`config.mk`:
```
export PLATFORM = sky130hd
export DESIGN_NAME = addr_gen_unit
export DESIGN_NICKNAME = d
export VERILOG_FILES = /design/src/rtl/agu_pkg.sv /design/src/rtl/agu_slot_seq.sv /design/src/rtl/agu_modifier.sv /design/src/rtl/agu_regs.sv /design/src/rtl/addr_gen_unit.sv
export SDC_FILE = /design/constraint.sdc
export NUM_CORES = 1
export LEC_CHECK = 0
export ABC_AREA = 1
export BUFFER_PORTS_ARGS = -buffer_cell sky130_fd_sc_hd__buf_2
export CAP_MARGIN = 20
export CORE_MARGIN = 5
export CORE_UTILIZATION = 44
export DETAILED_ROUTE_END_ITERATION = 10
export SETUP_SLACK_MARGIN = 0.4
export SLEW_MARGIN = 20
export SYNTH_ARGS = -nofsm -noshare
export SYNTH_HDL_FRONTEND = slang
export SYNTH_SLANG_ARGS = --single-unit
```
`constraint.sdc`:
```
create_clock -name clk -period 4.69 [get_ports clk]
set_clock_uncertainty 0.15 [all_clocks]
set_input_delay 0.469 -clock clk [delete_from_list [all_inputs] [get_ports clk]]
set_output_delay 0.469 -clock clk [all_outputs]
set_load 0.01 [all_outputs]
```
`src/rtl/agu_pkg.sv`:
```
// Shared encodings for the address generation unit.
// Assumes: the decoder drives these codes directly on the top-level ports.
package agu_pkg;

    typedef enum logic [1:0] {
        SLOT_INSTR = 2'd0,
        SLOT_COEF  = 2'd1,
        SLOT_RD    = 2'd2,
        SLOT_WR    = 2'd3
    } slot_e;

    typedef enum logic [2:0] {
        STEP_ZERO = 3'd0,
        STEP_INC  = 3'd1,
        STEP_DEC  = 3'd2,
        STEP_S0   = 3'd3,
        STEP_S1   = 3'd4
    } step_e;

    typedef enum logic [2:0] {
        REG_PC   = 3'd0,
        REG_RET  = 3'd1,
        REG_X    = 3'd2,
        REG_Y    = 3'd3,
        REG_S0   = 3'd4,
        REG_S1   = 3'd5,
        REG_LC   = 3'd6,
        REG_NONE = 3'd7
    } reg_e;

    typedef enum logic [1:0] {
        FLOW_NONE = 2'd0,
        FLOW_CALL = 2'd1,
        FLOW_RET  = 2'd2,
        FLOW_DJNZ = 2'd3
    } flow_e;

endpackage

```
`src/rtl/agu_slot_seq.sv`:
```
// Slot sequencer: counts the four address slots of one processor cycle.
// Assumes: one clock per slot; the count wraps after the data-write slot.
module agu_slot_seq
    import agu_pkg::*;
(
    input  logic  clk,
    input  logic  rst_n,
    output slot_e slot
);

    // Advance to the next slot on every clock; reset returns to the instruction slot.
    always_ff @(posedge clk) begin
        if (!rst_n) slot <= SLOT_INSTR;
        else        slot <= slot_e'(slot + 2'd1);
    end

    // the slots follow the fixed order and wrap from 3 to 0.
    a_r2_slot_order: assert property (@(posedge clk) disable iff (!rst_n)
        1'b1 |=> (slot == slot_e'($past(slot) + 2'd1)));

endmodule

```
`src/rtl/agu_modifier.sv`:
```
// Address adder: computes the post-modified value of one pointer.
// Assumes: codes 5 to 7 are reserved and step by zero; sums wrap at AW bits.
module agu_modifier
    import agu_pkg::*;
#(
    parameter int AW = 10
) (
    input  logic [AW-1:0] base,
    input  step_e         code,
    input  logic [AW-1:0] step0,
    input  logic [AW-1:0] step1,
    output logic [AW-1:0] next
);

    localparam logic [AW-1:0] ONE = AW'(1);

    logic [AW-1:0] delta;

    // Select the addend from the step code.
    always_comb begin
        case (code)
            STEP_INC: delta = ONE;
            STEP_DEC: delta = '1;
            STEP_S0:  delta = step0;
            STEP_S1:  delta = step1;
            default:  delta = '0;
        endcase
    end

    // Add modulo 2^AW.
    always_comb next = base + delta;

endmodule

```
`src/rtl/agu_regs.sv`:
```
// Register file of the address unit: program counter, return register,
// pointers X and Y, step registers S0 and S1, and the loop counter.
// Assumes: loads and flow control are applied on the edge ending the
// data-write slot; a load wins over stepping and over flow control.
module agu_regs
    import agu_pkg::*;
#(
    parameter int AW = 10
) (
    input  logic          clk,
    input  logic          rst_n,
    input  slot_e         slot,
    input  logic          step_hit,
    input  reg_e          step_reg,
    input  logic [AW-1:0] step_next,
    input  logic          ld_en,
    input  logic          ld_if_cond,
    input  logic          cond_in,
    input  reg_e          ld_sel,
    input  logic [AW-1:0] ld_val,
    input  flow_e         flow_op,
    input  logic [AW-1:0] flow_tgt,
    output logic [AW-1:0] pc_q,
    output logic [AW-1:0] ret_q,
    output logic [AW-1:0] x_q,
    output logic [AW-1:0] y_q,
    output logic [AW-1:0] s0_q,
    output logic [AW-1:0] s1_q,
    output logic [AW-1:0] lc_q
);

    localparam logic [AW-1:0] ONE = AW'(1);

    logic          commit;
    logic          ld_go;
    logic [AW-1:0] lc_dec;

    // Qualify the end-of-cycle edge, the load and the loop decrement.
    always_comb begin
        commit = (slot == SLOT_WR);
        ld_go  = commit && ld_en && (!ld_if_cond || cond_in);
        lc_dec = lc_q - ONE;
    end

    // Program counter: load, then flow control, then the +1 step.
    always_ff @(posedge clk) begin
        if (!rst_n)
            pc_q <= '0;
        else if (ld_go && ld_sel == REG_PC)
            pc_q <= ld_val;
        else if (commit && flow_op == FLOW_CALL)
            pc_q <= flow_tgt;
        else if (commit && flow_op == FLOW_RET)
            pc_q <= ret_q;
        else if (commit && flow_op == FLOW_DJNZ && lc_dec != '0)
            pc_q <= flow_tgt;
        else if (step_hit && step_reg == REG_PC)
            pc_q <= step_next;
    end

    // Return register: load, else capture the stepped program counter on a call.
    always_ff @(posedge clk) begin
        if (!rst_n)
            ret_q <= '0;
        else if (ld_go && ld_sel == REG_RET)
            ret_q <= ld_val;
        else if (commit && flow_op == FLOW_CALL)
            ret_q <= pc_q;
    end

    // Pointer X: load has priority over the post-modify write-back.
    always_ff @(posedge clk) begin
        if (!rst_n)
            x_q <= '0;
        else if (ld_go && ld_sel == REG_X)
            x_q <= ld_val;
        else if (step_hit && step_reg == REG_X)
            x_q <= step_next;
    end

    // Pointer Y: load has priority over the post-modify write-back.
    always_ff @(posedge clk) begin
        if (!rst_n)
            y_q <= '0;
        else if (ld_go && ld_sel == REG_Y)
            y_q <= ld_val;
        else if (step_hit && step_reg == REG_Y)
            y_q <= step_next;
    end

    // Step registers: changed only by loads.
    always_ff @(posedge clk) begin
        if (!rst_n) begin
            s0_q <= '0;
            s1_q <= '0;
        end else begin
            if (ld_go && ld_sel == REG_S0) s0_q <= ld_val;
            if (ld_go && ld_sel == REG_S1) s1_q <= ld_val;
        end
    end

    // Loop counter: load, else decrement on decrement-and-branch.
    always_ff @(posedge clk) begin
        if (!rst_n)
            lc_q <= '0;
        else if (ld_go && ld_sel == REG_LC)
            lc_q <= ld_val;
        else if (commit && flow_op == FLOW_DJNZ)
            lc_q <= lc_dec;
    end

    // outside the end-of-cycle edge the program counter holds or steps by one.
    a_r2_pc_step: assert property (@(posedge clk) disable iff (!rst_n)
        (slot != SLOT_WR) |=> (pc_q == $past(pc_q) || pc_q == $past(pc_q) + ONE));

    // a load of X wins over any step of X in the same edge.
    a_r8_load_priority: assert property (@(posedge clk) disable iff (!rst_n)
        (slot == SLOT_WR && ld_en && (!ld_if_cond || cond_in) && ld_sel == REG_X)
        |=> (x_q == $past(ld_val)));

    // a return restores the saved address unless the program counter is loaded.
    a_r9_return: assert property (@(posedge clk) disable iff (!rst_n)
        (slot == SLOT_WR && flow_op == FLOW_RET && !(ld_en && ld_sel == REG_PC))
        |=> (pc_q == $past(ret_q)));

    // decrement-and-branch lowers the loop counter by one.
    a_r10_djnz_dec: assert property (@(posedge clk) disable iff (!rst_n)
        (slot == SLOT_WR && flow_op == FLOW_DJNZ && !(ld_en && ld_sel == REG_LC))
        |=> (lc_q == $past(lc_q) - ONE));

endmodule

```
`src/rtl/addr_gen_unit.sv`:
```
// Address generation unit top: time-multiplexes four references per
// processor cycle onto one address bus and post-modifies each pointer.
// Assumes: decoder inputs are held stable over the four slots of a cycle.
module addr_gen_unit
    import agu_pkg::*;
#(
    parameter int AW = 10
) (
    input  logic          clk,
    input  logic          rst_n,
    input  logic          coef_en,
    input  logic          coef_use_x,
    input  logic [2:0]    coef_mod,
    input  logic          rd_en,
    input  logic          rd_use_x,
    input  logic [2:0]    rd_mod,
    input  logic          wr_en,
    input  logic          wr_use_x,
    input  logic [2:0]    wr_mod,
    input  logic          ld_en,
    input  logic          ld_if_cond,
    input  logic          cond_in,
    input  logic [2:0]    ld_sel,
    input  logic [AW-1:0] ld_val,
    input  logic [1:0]    flow_op,
    input  logic [AW-1:0] flow_tgt,
    output logic [AW-1:0] addr_bus,
    output logic          addr_vld,
    output logic [1:0]    addr_slot,
    output logic          lc_zero
);

    slot_e         slot;
    logic          hit;
    reg_e          sel_reg;
    step_e         code;
    logic [AW-1:0] base;
    logic [AW-1:0] stepped;
    logic [AW-1:0] pc_q, ret_q, x_q, y_q, s0_q, s1_q, lc_q;

    agu_slot_seq u_seq (
        .clk   (clk),
        .rst_n (rst_n),
        .slot  (slot)
    );

    // Decode which register the current slot uses and how it steps.
    always_comb begin
        case (slot)
            SLOT_INSTR: begin
                hit     = 1'b1;
                sel_reg = REG_PC;
                code    = STEP_INC;
            end
            SLOT_COEF: begin
                hit     = coef_en;
                sel_reg = coef_use_x ? REG_X : REG_PC;
                code    = coef_use_x ? step_e'(coef_mod) : STEP_INC;
            end
            SLOT_RD: begin
                hit     = rd_en;
                sel_reg = rd_use_x ? REG_X : REG_Y;
                code    = step_e'(rd_mod);
            end
            default: begin
                hit     = wr_en;
                sel_reg = wr_use_x ? REG_X : REG_Y;
                code    = step_e'(wr_mod);
            end
        endcase
    end

    // Pick the current value of the selected pointer.
    always_comb begin
        case (sel_reg)
            REG_X:   base = x_q;
            REG_Y:   base = y_q;
            default: base = pc_q;
        endcase
    end

    agu_modifier #(.AW(AW)) u_mod (
        .base  (base),
        .code  (code),
        .step0 (s0_q),
        .step1 (s1_q),
        .next  (stepped)
    );

    agu_regs #(.AW(AW)) u_regs (
        .clk        (clk),
        .rst_n      (rst_n),
        .slot       (slot),
        .step_hit   (hit),
        .step_reg   (sel_reg),
        .step_next  (stepped),
        .ld_en      (ld_en),
        .ld_if_cond (ld_if_cond),
        .cond_in    (cond_in),
        .ld_sel     (reg_e'(ld_sel)),
        .ld_val     (ld_val),
        .flow_op    (flow_e'(flow_op)),
        .flow_tgt   (flow_tgt),
        .pc_q       (pc_q),
        .ret_q      (ret_q),
        .x_q        (x_q),
        .y_q        (y_q),
        .s0_q       (s0_q),
        .s1_q       (s1_q),
        .lc_q       (lc_q)
    );

    // Drive the shared bus with the pre-modify value; idle slots drive zero.
    always_comb begin
        addr_bus  = hit ? base : '0;
        addr_vld  = hit;
        addr_slot = slot;
        lc_zero   = (lc_q == '0);
    end

    // an unused data-read slot leaves both pointers unchanged.
    a_r6_idle_no_step: assert property (@(posedge clk) disable iff (!rst_n)
        (slot == SLOT_RD && !rd_en) |=> (x_q == $past(x_q) && y_q == $past(y_q)));

    // the instruction slot always carries a reference.
    a_r2_instr_valid: assert property (@(posedge clk) disable iff (!rst_n)
        (addr_slot == 2'd0) |-> addr_vld);

endmodule

```
==> results_dict.tcl, run 1 <==
set metrics [dict create \
    status "finished, final reports clean" \
    grt_use_met1 0.320 \
    grt_usage 0.236 \
    ys_seq_elements 72 \
    worst_pin_slew_ps 1070 \
    diodes 0 \
    synth_top_area_cell "dfxtp_1" \
    path_max_fanout 10 \
    p_per_area_nw_per_um2 322 \
    routed_via_density 5.50 \
    critPathRequiredTime_ps 4760 \
    finalSetupTns_ps 0 \
    cp_slowest_stage_delay_ps 440 \
    synth-compound-area-share 0.240 \
    end_kind "flop" \
    async_reset_ff_frac 0 \
    die_y_microns 112 \
    rsz0062_at_grt "true" \
    port_buffers 58 \
    timing.critical_path.max_delay_family "simple AND/OR/NAND/NOR gates" \
    dp_hpwl_microns 11200 \
    hold_violations 0 \
    synth_mux_area_frac 0 \
    busiest_layer "met2" \
    drc 0 \
    grt_max_degree 45 \
    grt_util_met2 0.361 \
    synth_area_leaders "dfxtp_1, nand2_1, a21oi_1" \
    synth_top_family_by_area "simple AND/OR/NAND/NOR gates" \
    synth_area_sq_um 4620 \
    fin_util 0.509 \
    synth.distinct_cells 42 \
    first_global_vias 4568 \
    p_leak_nw 2.47 \
    cts_resized 0 \
    ios 59 \
    synth_edf_count 0 \
    antenna_found_initial 0 \
    holdWs_ps 269 \
    synth_fp_nets 774 \
    cts_tree "done" \
    synth.avg_cell_area_sq_um 6.48 \
    hp-class "in2reg" \
    layout-drive-gt1-share 0.163 \
    wl_microns 15100 \
    seq_area_frac_synth 0.312 \
    grt_overflow 0 \
    drv_cap 0 \
    fin_crit_sh 0.834 \
    finalInstanceArea_sq_um 5240 \
    crit_buf_inv 5 \
    synthXorXnorAreaFrac 0.0171 \
    num_vias 4966 \
    gp_congestion 0.929 \
    drt_iter0_markers 492 \
    setup_viol 0 \
    cp_common_cell "nand2_1" \
    netlist.area_leader.share 0.312 \
    wire_per_inst_microns 16.7 \
    htree_levels 3 \
    start_util 0.449 \
    cp-start-kind "flop" \
    timing.fmax_ghz 0.256 \
    timing_worst_setup_path_type "reg2reg" \
    worst_ep_arrival_time_ps 3980 \
    synth-simple-area-share 0.280 \
    cts_sinks 72 \
    min_period_ps 3910 \
    clock_latency_ps 350 \
    met3_usage 0.0458 \
    die_w_microns 112 \
    max-vdd-ir-drop_mv 0.155 \
    syn_inst 713 \
    core_area_sq_um 10300 \
    final_cell_mix "nand2_1, inv_1, dfxtp_1, a21oi_1, buf_2" \
    cts.clk_slew.worst_paths_ps 70 \
    synthFlopType "dfxtp_1" \
    dieArea_sq_um 12600 \
    clockRootBuffer "clkbuf_8" \
    cts_made_buffers 9 \
    final_common_cell "nand2_1" \
    area_growth_pct 13.4 \
    ant_nets 0 \
    post_cts_buffers 0 \
    synth_warnings 0 \
    std_cell_rows 37 \
    synthAdderAreaFrac 0.0450 \
    firstDrtPassIters 5 \
    maxSlewViolCount 0 \
    cp_slowest_cell "dfxtp_1" \
    cts.path.max_buffers 2 \
    grt_pass1_wl_microns 23500 \
    hold_buffers 0 \
    nets 824 \
    dpl_cell_area_sq_um 4990 \
    slew_headroom 0.283 \
]
[routing by layer]
metal	up-vias	wire length [microns]
li1	2455	-
met1	2289	6710
met2	181	6750
met3	41	1040
met4	0	606
met5	-	0
[flip-flops by register name, indices dropped and copies added (netlist names)]
signal and count:
u_regs.ret_q 10, u_regs.pc_q 10, u_regs.lc_q 10, u_regs.s0_q 10, u_regs.x_q 10, u_seq.slot 2
u_regs.s1_q 10, u_regs.y_q 10
[stage by stage]
stage / total power [W] / worst slack [ps] / std cells
after floorplan: 0.00102 / 1020 / 713
after global placement: 0.00118 / 760 / 887
after detailed placement: 0.00118 / 537 / 887
after CTS: 0.00168 / 507 / 902
after global routing: 0.00178 / 371 / 903
final: 0.00168 / 778 / 903
[logic make-up after synthesis]
logic type / Yosys count
and+or+nand+nor: 297
AOI/OAI and AO/OA: 197
buffers and inverters: 122
DFF: 72
adders and majority gates: 16
xor gates and xnor gates: 9
[cells in the mapped netlist, types with 2 or more instances]
master	instances
nand2_1	193
inv_1	82
dfxtp_1	72
a21oi_1	67
o21ai_0	45
nor2_1	43
nand3_1	30
o21ai_1	30
a31oi_1	19
clkbuf_1	16
inv_2	16
ha_1	15
o22ai_1	13
a221oi_1	9
nor2_2	8
xor2_1	6
nor2_4	4
o211ai_1	4
buf_4	3
nand3_2	3
o21ai_2	3
xnor2_1	3
a211oi_1	2
and2_1	2
buf_2	2
nand2_2	2
nand2_4	2
nand3b_1	2
nand4_1	2
nor3_1	2
nor3_4	2
[cell type report]
cell class	instances	area [sq um]
clock inverter	4	45.0
timing repair buffer	61	333
clock buffer	11	141
inverter	100	378
fill	1080	5040
multi-input combinational	519	2730
sequential	72	1440
tap	136	170
[worst min-delay path: stages]
cell and delay, ps:
buf_2 120, nand2_1 60, a31oi_1 70
[worst paths after layout]
path | endpoint | from | slack [ps] | cells after the start
setup / recovery | u_regs.pc_q[9] | u_seq.slot[1] | 780 | 26
hold / removal | u_regs.lc_q[7] | ld_val[7] | 270 | 3
setup reg to reg | u_regs.pc_q[9] | u_seq.slot[1] | 780 | 26
hold reg to reg | u_regs.y_q[2] | u_regs.y_q[2] | 330 | 2
[report_power, final]
group / switching, W / internal [W] / total (W)
Clock: 0.000242 / 0.000255 / 0.000497
Combinational: 0.000338 / 0.000173 / 0.000510
Sequential: 0.0000316 / 0.000645 / 0.000677
No activity file was read; power rests on OpenSTA's default activity.
==> inputs of run 2 (changes only) <==
--- a/config.mk
+++ b/config.mk
@@ -5,12 +5,13 @@
 export SDC_FILE = /design/constraint.sdc
 export NUM_CORES = 1
 export LEC_CHECK = 0
-export ABC_AREA = 1
+export ABC_AREA = 0
 export BUFFER_PORTS_ARGS = -buffer_cell sky130_fd_sc_hd__buf_2
 export CAP_MARGIN = 20
 export CORE_MARGIN = 5
 export CORE_UTILIZATION = 44
 export DETAILED_ROUTE_END_ITERATION = 10
+export PLACE_DENSITY = 0.66
 export SETUP_SLACK_MARGIN = 0.4
 export SLEW_MARGIN = 20
 export SYNTH_ARGS = -nofsm -noshare
==> constraint.sdc (replaced) <==
create_clock -name clk -period 3.4 [get_ports clk]
set_clock_uncertainty 0.15 [all_clocks]
set_input_delay 0.34 -clock clk [delete_from_list [all_inputs] [get_ports clk]]
set_output_delay 0.34 -clock clk [all_outputs]
set_load 0.01 [all_outputs]
==> results_dict.tcl, run 2 <==
set metrics [dict create \
    cts_made_buffers 9 \
    async_reset_ff_frac 0 \
    fin_util 0.616 \
    cts_sinks 72 \
    die_w_microns 111 \
    clock_power_share 0.264 \
    multi_input_area_sq_um 3240 \
    synth_area_leaders "dfxtp_1, mux2i_1, nor2_1" \
    hold_depth 3 \
    hold_violations 0 \
    std_cell_rows 36 \
    min_period_ps 3600 \
    cts.path.max_buffers 2 \
    synthFlopType "dfxtp_1" \
    regToRegEndpoint "u_regs.x_q[6]" \
    first_global_vias 4477 \
    fin_crit_sh 1.06 \
    grt_max_degree 44 \
    rr_worst_depth 17 \
    dp_hpwl_microns 10600 \
    rsz0062_at_grt "true" \
    routed_via_density 5.76 \
    holdPathEnd "u_regs.x_q[1]" \
    synth.distinct_cells 64 \
    rr_startpoint "u_seq.slot[1]" \
    seq_area_frac_synth 0.321 \
    setup_ws_ps -205 \
    fill_cells 863 \
    maxSlewViolCount 0 \
    synth_commonest_cells "nor2_1, dfxtp_1, mux2i_1, nand2_1, a211oi_1" \
    layout-drive-gt1-share 0.349 \
    combPwrFrac 0.402 \
    wl_microns 14900 \
    reg2reg_slack_ps -200 \
    path_max_fanout 8 \
    synth_edf_count 0 \
    dieArea_sq_um 12300 \
    hp-class "in2reg" \
    ant_nets 0 \
    cp-start-kind "flop" \
    grt_usage 0.236 \
    clockRootBuffer "clkbuf_8" \
    final-seq-area_sq_um 1450 \
    firstDrtPassIters 5 \
    clock_latency_ps 360 \
    wire_per_inst_microns 18.7 \
    die_y_microns 111 \
    ys_seq_elements 72 \
    fin_cells 800 \
    gp_congestion 0.891 \
    timing.fmax_ghz 0.277 \
    num_vias 4611 \
    final_common_cell "nor2_1" \
    syn_inst 547 \
    violations "negative setup slack" \
    grt_overflow 0 \
    area_growth_pct 35.6 \
    p_int_w 0.00184 \
    status "finished with violations" \
    netlist.area_leader.share 0.321 \
    diodes 0 \
    timing_worst_setup_path_type "reg2reg" \
    p_leak_nw 2.69 \
    placed_cells 758 \
    seqPwrFrac 0.334 \
    p_per_area_nw_per_um2 464 \
    synth_area_sq_um 4480 \
    switchingPower_w 0.000982 \
    critPathRequiredTime_ps 3530 \
    synth_warnings 0 \
    htree_levels 3 \
    worst_pin_slew_ps 829 \
    drt_iter0_markers 380 \
    core_area_sq_um 9860 \
    p_sw_frac 0.348 \
    slew_headroom 0.446 \
    yosysMostFrequentCell "nor2_1" \
    setup_viol 12 \
    synth.avg_cell_area_sq_um 8.20 \
    end_kind "flop" \
    start_util 0.455 \
    cts.clk_slew.worst_paths_ps 80 \
    nets 723 \
    drv_cap 0 \
    cts_tree "done" \
    drc 0 \
    max-vdd-ir-drop_mv 0.295 \
    ios 59 \
    grt_pass1_wl_microns 23300 \
    min_from "ld_val[1]" \
    synth_fp_nets 608 \
    port_buffers 58 \
    synth_top_area_cell "dfxtp_1" \
    final_cell_mix "nor2_1, dfxtp_1, buf_4, buf_2, mux2i_1" \
    worst_ep_arrival_time_ps 3730 \
    antenna_found_initial 0 \
    hold_buffers 0 \
]
-- run 2: critical path, stage by stage (launching register included) --
cell and delay (ps):
dfxtp_4 370, inv_2 70, ha_4 170, buf_4 130, a311o_2 460, buf_6 180, nor2_4 110, a31oi_4 50
ha_1 330, nor2b_4 140, o31a_1 250, o21a_1 190, buf_4 130, buf_6 100, o21a_1 200, nor2_2 170
mux2i_1 100, a211oi_1 210
-- run 2: how the worst max path moves through the flow --
| stage | to | from | cells past startpoint |
|---|---|---|---|
| final | u_regs.x_q[6] | u_seq.slot[1] | 17 |
| after global routing | u_regs.y_q[6] | u_seq.slot[0] | 19 |
| after CTS | u_regs.y_q[8] | u_seq.slot[0] | 18 |
| after floorplan | u_regs.y_q[8] | u_seq.slot[0] | 17 |
| after detailed placement | u_regs.y_q[8] | u_seq.slot[0] | 18 |
| after global placement | u_regs.y_q[8] | u_seq.slot[0] | 18 |
-- run 2: area by class of cell --
type / instances / share of cell area
Clock buffer: 10 / 0.0245
Multi-Input combinational cell: 424 / 0.532
Inverter: 16 / 0.00988
Sequential cell: 72 / 0.238
Clock inverter: 6 / 0.0105
Tap cell: 133 / 0.0274
Timing Repair Buffer: 139 / 0.157
-- run 2: metrics by stage --
step	TNS, ps	hold slack (ps)	power [W]	worst slack (ps)	area [sq um]
floorplan	-396	306	0.00145	-89.8	4570
global placement	-1450	299	0.00180	-225	5250
detailed placement	-2230	309	0.00181	-283	5250
CTS	-312	161	0.00270	-75.8	5830
global route	-3510	174	0.00295	-318	6080
finish	-1040	185	0.00282	-205	6080
-- run 2: what timing repair did --
action / 4_1_cts / 5_1_grt
endpoints found under the setup margin: 31 / 34
buffers inserted: 17 / 9
resized for setup: 51 / 41
cloned: 0 / 0
pin swaps: 39 / 20
-- run 2: power by group through the flow --
stage	clock network, W	registers (W)	logic [W]
2_1_floorplan	0	0.000943	0.000509
3_3_place_gp	0	0.000956	0.000847
3_5_place_dp	0	0.000957	0.000857
4_1_cts	0.000750	0.000940	0.00101
5_1_grt	0.000794	0.000948	0.00121
6_report	0.000745	0.000941	0.00113
-- run 2: layer usage --
metal,up-vias,global-route usage,routed length (microns)
met3,30,0.0475,861
met4,0,0.0969,360
met1,2206,0.315,6690
met2,168,0.372,7030
met5,-,0,0
li1,2207,-,-
-- run 2: cells by family after synthesis --
family	after synthesis	synth area share
buffers and inverters	51	0.0483
XOR/XNOR	16	0.0312
AO/OA/AOI/OAI	145	0.222
adder cells (fa/ha/maj)	16	0.0463
flip-flops	72	0.321
AND/OR/NAND/NOR	195	0.213
multiplexers	52	0.117
==> inputs of run 3 (changes only) <==
==> constraint.sdc (replaced) <==
create_clock -name clk -period 3.1 [get_ports clk]
set_clock_uncertainty 0.15 [all_clocks]
set_input_delay 0.31 -clock clk [delete_from_list [all_inputs] [get_ports clk]]
set_output_delay 0.31 -clock clk [all_outputs]
set_load 0.01 [all_outputs]
==> results_dict.tcl, run 3 (synthesis gave the netlist of run 2 again) <==
set metrics [dict create \
    core_area_sq_um 9860 \
    end_kind "flop" \
    cts_tree "done" \
    ios 59 \
    timing_worst_setup_path_type "reg2reg" \
    setup_ws_ps -564 \
    gp_congestion 0.926 \
    port_buffers 58 \
    slew_headroom 0.442 \
    layout-drive-gt1-share 0.382 \
    status "finished with violations" \
    p_int_w 0.00231 \
    die_w_microns 111 \
    fin_util 0.657 \
    hp-class "in2reg" \
    grt_pass1_wl_microns 24000 \
    final_common_cell "dfxtp_1" \
    start_util 0.455 \
    worst_ep_arrival_time_ps 3800 \
    switchingPower_w 0.00113 \
    hold_violations 0 \
    hold_buffers 0 \
    setup_viol 29 \
    critPathRequiredTime_ps 3230 \
    dp_hpwl_microns 10300 \
    area_growth_pct 44.4 \
    clock_power_share 0.284 \
    maxSlewViolCount 0 \
    ant_nets 0 \
    seqPwrFrac 0.305 \
    dieArea_sq_um 12300 \
    p_leak_nw 2.83 \
    min_period_ps 3660 \
    placed_cells 753 \
    grt_max_degree 36 \
    firstDrtPassIters 5 \
    fin_crit_sh 1.18 \
    grt_usage 0.239 \
    first_global_vias 4572 \
    combPwrFrac 0.411 \
    max-vdd-ir-drop_mv 0.345 \
    drv_cap 0 \
    totalPowerFinal_w 0.00344 \
    timing.fmax_ghz 0.273 \
    cts_made_buffers 9 \
    cts_sinks 72 \
    cp-start-kind "flop" \
    violations "negative setup slack" \
    nets 729 \
    p_per_area_nw_per_um2 531 \
    grt_overflow 0 \
    diodes 0 \
    path_max_fanout 6 \
    drt_iter0_markers 479 \
    die_y_microns 111 \
    clockRootBuffer "clkbuf_8" \
    wire_per_inst_microns 19.7 \
    p_sw_frac 0.329 \
    final_cell_mix "dfxtp_1, nor2_1, buf_4, buf_2, mux2i_1" \
    drc 0 \
    routed_via_density 5.94 \
    rsz0062_at_grt "true" \
    cts.clk_slew.worst_paths_ps 90 \
    clock_latency_ps 360 \
    wl_microns 15800 \
    worst_pin_slew_ps 836 \
    htree_levels 3 \
    std_cell_rows 36 \
    cts.path.max_buffers 2 \
    antenna_found_initial 0 \
    fin_cells 805 \
    num_vias 4784 \
]
[run 3: changes by cell type in the layout (fill, tap and decap cells not counted), moves of 3 or more]
cell	change
nor2_4	+8
buf_8	+3
nand2_1	-5
buf_2	-4
buf_4	-10
and2_4	+3
buf_6	+13
a31oi_4	+6
nand2_2	+4
a31oi_2	-4
and2_1	-3
nor2_1	-9
[run 3: repair_timing]
item / in CTS / in global routing
gates cloned: 1 / 1
resized for setup: 80 / 71
pin swaps: 33 / 32
setup endpoints to repair: 40 / 51
buffers inserted: 21 / 14
hold endpoints to repair: 0 / 0
[run 3: area by class of cell]
| class | count | area (sq um) |
|---|---|---|
| multi-input combinational | 425 | 3420 |
| fill | 787 | 3390 |
| sequential | 72 | 1450 |
| timing repair buffer | 144 | 1120 |
| tap | 133 | 166 |
| clock buffer | 11 | 163 |
| clock inverter | 4 | 98.8 |
| inverter | 16 | 62.6 |
[run 3: power by group through the flow]
stage                     Combinational [W]  Clock (W)  Sequential, W
after global routing                0.00150    0.00103        0.00105
after global placement             0.000931          0        0.00105
after CTS                           0.00119   0.000984        0.00104
after floorplan                    0.000558          0        0.00103
final                               0.00141   0.000977        0.00105
after detailed placement           0.000944          0        0.00105
[run 3: worst max-delay path: stages, from the launching register on]
cell and delay, ps:
dfxtp_4 380, buf_6 120, ha_4 170, a211o_1 300, a21oi_4 160, o21ai_2 90, buf_4 150, nand2_2 60
o21ai_2 50, buf_6 130, ha_4 160, inv_2 50, fa_2 240, nor2b_4 50, o31a_1 290, o21a_1 210
buf_4 150, o21a_1 190, o31ai_1 240, o211ai_1 140, a21oi_1 130
[run 3: path summary, 6_finish.rpt]
kind,from,end,slack (ps),cells past startpoint
max,u_seq.slot[0],u_regs.pc_q[6],-560,20
min,ld_val[9],u_regs.lc_q[9],160,3
max reg2reg,u_seq.slot[0],u_regs.pc_q[6],-560,20
min reg2reg,u_seq.slot[0],u_seq.slot[0],340,1
[run 3: metrics by stage]
step / setup WS [ps] / TNS, ps / hold WS [ps] / area (sq um)
floorplan: -390 / -4820 / 300 / 4570
global placement: -411 / -6310 / 300 / 5240
detailed placement: -544 / -8820 / 311 / 5240
CTS: -439 / -6290 / 157 / 6030
global route: -781 / -12980 / 189 / 6480
finish: -564 / -8300 / 162 / 6480
[run 3: routing by layer]
metal | share of wire | up-vias | global-route usage | routed length, microns
met2 | 0.48 | 186 | 0.392 | 7540
met4 | 0.036 | 0 | 0.0944 | 563
met3 | 0.069 | 52 | 0.0464 | 1090
met1 | 0.42 | 2318 | 0.309 | 6640
li1 | - | 2228 | - | -
met5 | 0 | - | 0 | 0
